<file path="config.mk">
export PLATFORM = sky130hd
export DESIGN_NAME = skip4_jk_counter
export DESIGN_NICKNAME = d
export VERILOG_FILES = /design/src/rtl/skip4_pkg.sv /design/src/rtl/jk_cell.sv /design/src/rtl/tick_divider.sv /design/src/rtl/button_filter.sv /design/src/rtl/skip4_jk_counter.sv
export SDC_FILE = /design/constraint.sdc
export NUM_CORES = 1
export LEC_CHECK = 0
export BUFFER_PORTS_ARGS = -buffer_cell sky130_fd_sc_hd__buf_2
export CAP_MARGIN = 20
export CORE_MARGIN = 8
export CORE_UTILIZATION = 50
export DETAILED_ROUTE_END_ITERATION = 12
export GPL_TIMING_DRIVEN = 0
export PLACE_DENSITY = 0.67
export SLEW_MARGIN = 20
export SYNTH_ARGS = -nofsm -noshare
export SYNTH_HDL_FRONTEND = slang
export SYNTH_SLANG_ARGS = --single-unit
</file>
<file path="constraint.sdc">
create_clock -name clk_sys -period 2.1 [get_ports clk_sys]
set_clock_uncertainty 0.2 [all_clocks]
set_input_delay 0.42 -clock clk_sys [delete_from_list [all_inputs] [get_ports clk_sys]]
set_output_delay 0.42 -clock clk_sys [all_outputs]
set_load 0.1 [all_outputs]
</file>
<file path="src/rtl/skip4_pkg.sv">
package skip4_pkg;

    typedef enum logic [2:0] {
        ST_ZERO    = 3'b000,
        ST_ONE     = 3'b001,
        ST_TWO     = 3'b010,
        ST_THREE   = 3'b011,
        ST_FOUR_X  = 3'b100,
        ST_FIVE    = 3'b101,
        ST_SIX_X   = 3'b110,
        ST_SEVEN_X = 3'b111
    } cnt_state_e;

    typedef enum logic [1:0] {
        JK_HOLD = 2'b00,
        JK_CLR  = 2'b01,
        JK_SET  = 2'b10,
        JK_TGL  = 2'b11
    } jk_op_e;

    localparam int CNT_BITS = 3;

endpackage

</file>
<file path="src/rtl/jk_cell.sv">
module jk_cell
    import skip4_pkg::*;
(
    input  logic clk,
    input  logic clr_n,
    input  logic step_en,
    input  logic load_en,
    input  logic load_d,
    input  logic j,
    input  logic k,
    output logic q,
    output logic qn
);

    jk_op_e op;

    always_comb begin
        op = jk_op_e'({j, k});
    end

    always_ff @(negedge clk or negedge clr_n) begin
        if (!clr_n) begin
            q <= 1'b0;
        end else if (load_en) begin
            q <= load_d;
        end else if (step_en) begin
            unique case (op)
                JK_HOLD: q <= q;
                JK_CLR:  q <= 1'b0;
                JK_SET:  q <= 1'b1;
                JK_TGL:  q <= ~q;
            endcase
        end
    end

    assign qn = ~q;

endmodule

</file>
<file path="src/rtl/tick_divider.sv">
module tick_divider #(
    parameter int DIV_COUNT = 50_000_000
) (
    input  logic clk,
    input  logic rst_n,
    output logic tick
);

    localparam int DW = (DIV_COUNT > 1) ? $clog2(DIV_COUNT) : 1;
    localparam logic [DW-1:0] LAST = DW'(DIV_COUNT - 1);

    logic [DW-1:0] cnt;

    always_ff @(posedge clk or negedge rst_n) begin
        if (!rst_n) begin
            cnt  <= '0;
            tick <= 1'b0;
        end else if (cnt == LAST) begin
            cnt  <= '0;
            tick <= 1'b1;
        end else begin
            cnt  <= cnt + 1'b1;
            tick <= 1'b0;
        end
    end

endmodule

</file>
<file path="src/rtl/button_filter.sv">
module button_filter #(
    parameter int DEB_CYCLES = 1_000_000
) (
    input  logic clk,
    input  logic rst_n,
    input  logic raw,
    output logic clean
);

    localparam int CW = $clog2(DEB_CYCLES) + 1;
    localparam logic [CW-1:0] LIMIT = CW'(DEB_CYCLES - 1);

    logic [1:0]    sync;
    logic [CW-1:0] stable_cnt;

    always_ff @(posedge clk or negedge rst_n) begin
        if (!rst_n) begin
            sync       <= '0;
            stable_cnt <= '0;
            clean      <= 1'b0;
        end else begin
            sync <= {sync[0], raw};
            if (sync[1] == clean) begin
                stable_cnt <= '0;
            end else if (stable_cnt == LIMIT) begin
                clean      <= sync[1];
                stable_cnt <= '0;
            end else begin
                stable_cnt <= stable_cnt + 1'b1;
            end
        end
    end

endmodule

</file>
<file path="src/rtl/skip4_jk_counter.sv">
module skip4_jk_counter
    import skip4_pkg::*;
#(
    parameter int DIV_COUNT  = 50_000_000,
    parameter int DEB_CYCLES = 1_000_000
) (
    input  logic                clk_sys,
    input  logic                clr_n,
    input  logic                btn_raw,
    input  logic                seed_en,
    input  logic [CNT_BITS-1:0] seed_val,
    output logic [CNT_BITS-1:0] cnt_q,
    output logic [CNT_BITS-1:0] cnt_qn
);

    logic                btn_clean;
    logic                clr_all_n;
    logic                step_tick;
    logic [CNT_BITS-1:0] j_in;
    logic [CNT_BITS-1:0] k_in;

    tick_divider #(.DIV_COUNT(DIV_COUNT)) u_div (
        .clk   (clk_sys),
        .rst_n (clr_n),
        .tick  (step_tick)
    );

    button_filter #(.DEB_CYCLES(DEB_CYCLES)) u_btn (
        .clk   (clk_sys),
        .rst_n (clr_n),
        .raw   (btn_raw),
        .clean (btn_clean)
    );

    assign clr_all_n = clr_n & ~btn_clean;

    // Excitation terms: bit 2 = C, bit 1 = B, bit 0 = A
    always_comb begin
        j_in[2] = cnt_q[1] & cnt_q[0];
        k_in[2] = 1'b1;
        j_in[1] = ~cnt_q[2] & cnt_q[0];
        k_in[1] = cnt_q[0];
        j_in[0] = 1'b1;
        k_in[0] = ~cnt_q[1];
    end

    for (genvar i = 0; i < CNT_BITS; i++) begin : g_cell
        jk_cell u_cell (
            .clk     (clk_sys),
            .clr_n   (clr_all_n),
            .step_en (step_tick),
            .load_en (seed_en),
            .load_d  (seed_val[i]),
            .j       (j_in[i]),
            .k       (k_in[i]),
            .q       (cnt_q[i]),
            .qn      (cnt_qn[i])
        );
    end

endmodule


</file>
==> impl_metrics.tcl <==
set metrics [dict create \
    nets 309 \
    reg2regPathDepth 5 \
    top_layer "met4" \
    fin_ws_ps -638 \
    r2r_slack_ps -190 \
    clockRootBuffer "clkbuf_8" \
    cts.sinks 54 \
    synth_fp_nets 273 \
    drt_first_iter_violations 71 \
    grt.overflow.total 0 \
    total_power_mw 1.88 \
    cap_violations 0 \
    cts_tree "built" \
    dp_slack_ps -586 \
    p_int_mw 1.40 \
    hold_viol_final 51 \
    crit_type "register to output pin" \
    gp_congestion 0.754 \
    yosys_warnings 0 \
    synth_area_um2 2620 \
    syn_to_final_growth_pct 26.5 \
    rsz0062_at_grt "yes" \
    min-delay-path-class "primary input to asynchronous set/reset pin" \
    start_util_pct 51.7 \
    power_leakage_nw 1.37 \
    dr.pass1.iters 4 \
    pwr-share-clk_pct 31.0 \
    slew_violations 0 \
    grt_pass1_wl_um 8440 \
    die_h_um 88.4 \
    p_sw_mw 0.475 \
    grtUsageTotal_pct 13.7 \
    synth-seq-area-share_pct 51.5 \
    arrival_ps 2120 \
    drcViolationCount 0 \
    path_max_fanout 3 \
    port_buffers 12 \
    rows 26 \
    grt_max_degree 53 \
    syn_inst 264 \
    outcome "finished with violations" \
    wl_met3_um 104 \
    numCtsBuffers 5 \
    avgSynthCellArea_um2 9.94 \
    fp.dieW_um 88.4 \
    rr_endpoint "u_btn.stable_cnt[17]" \
    htreeDepth 2 \
    vias_per_cell 5.42 \
    cp-start-kind "register" \
    clock_latency_ps 300 \
    seq_power_share_pct 56.6 \
    sw_frac_of_total_pct 25.3 \
    crit_required_ps 1480 \
    dr_total_vias 2009 \
    drive_above_1_share_pct 32.9 \
    dp_hpwl_um 3250 \
    worstSetupEndpoint "cnt_q[2]" \
    combPwrFrac_pct 12.3 \
    wl_met2_um 2700 \
    fill_cells 407 \
    synth_seq_cells 54 \
    cp-end-kind "output pin" \
    clkTransAtPathRegs_ps 90 \
    dieArea_um2 7820 \
    violations "hold timing, setup timing" \
    p_per_area_nw_per_um2 566 \
    clock_path_buffers 2 \
    finalSetupViolations 30 \
    wl_per_cell_um 14.0 \
    antenna_found_initial 0 \
    antenna_left 0 \
    ios 13 \
    worstMarginPinSlew_ps 477 \
    met1_length_um 2310 \
    vdd_drop_max_mv 0.385 \
    r2r-start "u_btn.stable_cnt[10]" \
    relSlewSlack_pct 68.2 \
    grt_pass1_vias 1907 \
    synth_cell_types 35 \
    coreArea_um2 5070 \
    drt_wl_total_um 5180 \
    critPathLaunch "g_cell[2].u_cell.q" \
    antennaDiodeCount 0 \
    finalHoldWorstSlack_ps -165 \
]
## state kept, by name, summed over array words and instances, names as in the netlist
register	count
g_cell.u_cell.q	3
u_btn.clean	1
u_btn.stable_cnt	21
u_btn.sync	2
u_div.cnt	26
u_div.tick	1
## final cells by class
cell class / instances / area (um2) / area share [%]
Tap cell: 70 / 87.6 / 2.64
Inverter: 8 / 30.0 / 0.905
Clock buffer: 7 / 86.3 / 2.60
Timing Repair Buffer: 33 / 323 / 9.72
Sequential cell: 54 / 1350 / 40.7
Multi-Input combinational cell: 190 / 1350 / 40.7
Buffer: 8 / 83.8 / 2.53
Clock inverter: 1 / 5.00 / 0.151
## per-layer routing
| metal | track usage (%) | vias up |
|---|---|---|
| met5 | 0 | - |
| met4 | 6.45 | 0 |
| met3 | 3.06 | 6 |
| met2 | 22.7 | 14 |
| met1 | 16.5 | 982 |
| li1 | - | 1007 |
## worst min-delay path by stage
stage	from	end	slack, ps	cells after the start
3_5_place_dp	u_btn.sync[0]	u_btn.sync[1]	140	0
4_1_cts	clr_n	u_div.cnt[21]	-40	1
2_1_floorplan	clr_n	u_btn.clean	-80	0
3_3_place_gp	u_btn.sync[0]	u_btn.sync[1]	130	0
5_1_grt	clr_n	u_div.cnt[19]	-120	1
6_report	clr_n	u_div.cnt[8]	-160	1
## logic make-up (layout without fill, tap and decap cells)
group / Yosys count / in the layout / share of synthesized area [%]
AO/OA/AOI/OAI: 42 / 42 / 9.06
flip-flops: 54 / 54 / 51.5
XOR/XNOR: 26 / 26 / 8.68
multiplexers: 1 / 1 / 0.429
AND/OR/NAND/NOR: 119 / 119 / 25.3
buffers and inverters: 20 / 57 / 4.10
adder cells (fa/ha/maj): 2 / 2 / 0.954
## cells in the mapped netlist (all sizes together)
| cell | n | share of area [%] |
|---|---|---|
| a21oi | 19 | 3.6 |
| nor2b | 2 | 0.48 |
| nor2 | 26 | 3.7 |
| nor4 | 3 | 1.3 |
| or4 | 13 | 3.7 |
| or4b | 1 | 0.38 |
| mux2 | 1 | 0.43 |
| o21ai | 14 | 2.8 |
| nand4b | 2 | 0.67 |
| xor2 | 13 | 4.3 |
| nor3 | 5 | 0.95 |
| inv | 8 | 1.1 |
| and3 | 4 | 0.95 |
| or3 | 9 | 2.1 |
| nand2 | 22 | 3.1 |
| and2 | 2 | 0.48 |
| nand4 | 7 | 1.7 |
| and4 | 4 | 1.4 |
| xnor2 | 13 | 4.3 |
| or3b | 1 | 0.33 |
| nor3b | 1 | 0.29 |
| ha | 2 | 0.95 |
| dfrtn | 3 | 2.9 |
| nand2b | 1 | 0.24 |
| o31ai | 8 | 2.3 |
| clkbuf | 2 | 0.29 |
| nand3 | 16 | 3.4 |
| buf | 10 | 2.7 |
| o22a | 1 | 0.33 |
| dfrtp | 51 | 49 |
## per-stage QoR
step | area (um2) | hold WS, ps | setup TNS (ps) | cells | utilization, %
finish | 3320 | -165 | -7220 | 371 | 65.4
global route | 3320 | -116 | -8680 | 371 | 65.4
CTS | 3140 | -43.7 | -6830 | 361 | 61.9
detailed placement | 2840 | 139 | -9170 | 346 | 55.9
global placement | 2830 | 135 | -10250 | 346 | 55.8
floorplan | 2690 | -75.6 | -1550 | 264 | -
## layout by cell type, fill, tap and decap left out, types with 3 or more instances in the layout
master     n
dfrtp_1   51
nand2_1   21
buf_4     18
xor2_1    13
xnor2_1   13
nand3_1   11
o21ai_0   11
nor2_2    11
nor2_1    11
a21oi_2   10
buf_6      9
a21oi_1    9
or3_1      8
or4_1      7
buf_2      7
o31ai_1    7
nand4_1    7
or4_4      6
clkbuf_8   6
buf_12     6
inv_1      5
nand3_2    4
nor3_1     4
nor2_4     4
and3_1     4
inv_2      3
dfrtn_1    3
## worst max-delay path, stage by stage (launching register included)
cell     delay (ps)
dfrtn_1         480
buf_8           120
buf_12          160
## power by group through the flow
stage / combinational, mW / sequential, mW / clock [mW]
finish: 0.232 / 1.06 / 0.583
floorplan: 0.136 / 1.08 / 0
global route: 0.246 / 1.07 / 0.651
CTS: 0.223 / 1.06 / 0.611
detailed placement: 0.178 / 1.09 / 0
global placement: 0.176 / 1.08 / 0
## repair_timing
action / 4_1_cts / 5_1_grt
gates resized for setup: 54 / 30
endpoints found under the setup margin: 47 / 45
buffers inserted: 9 / 9
endpoints found under the hold margin: 51 / 51
pin swaps: 15 / 10
cloned: 2 / 1
(Power assumes the default switching activity.)
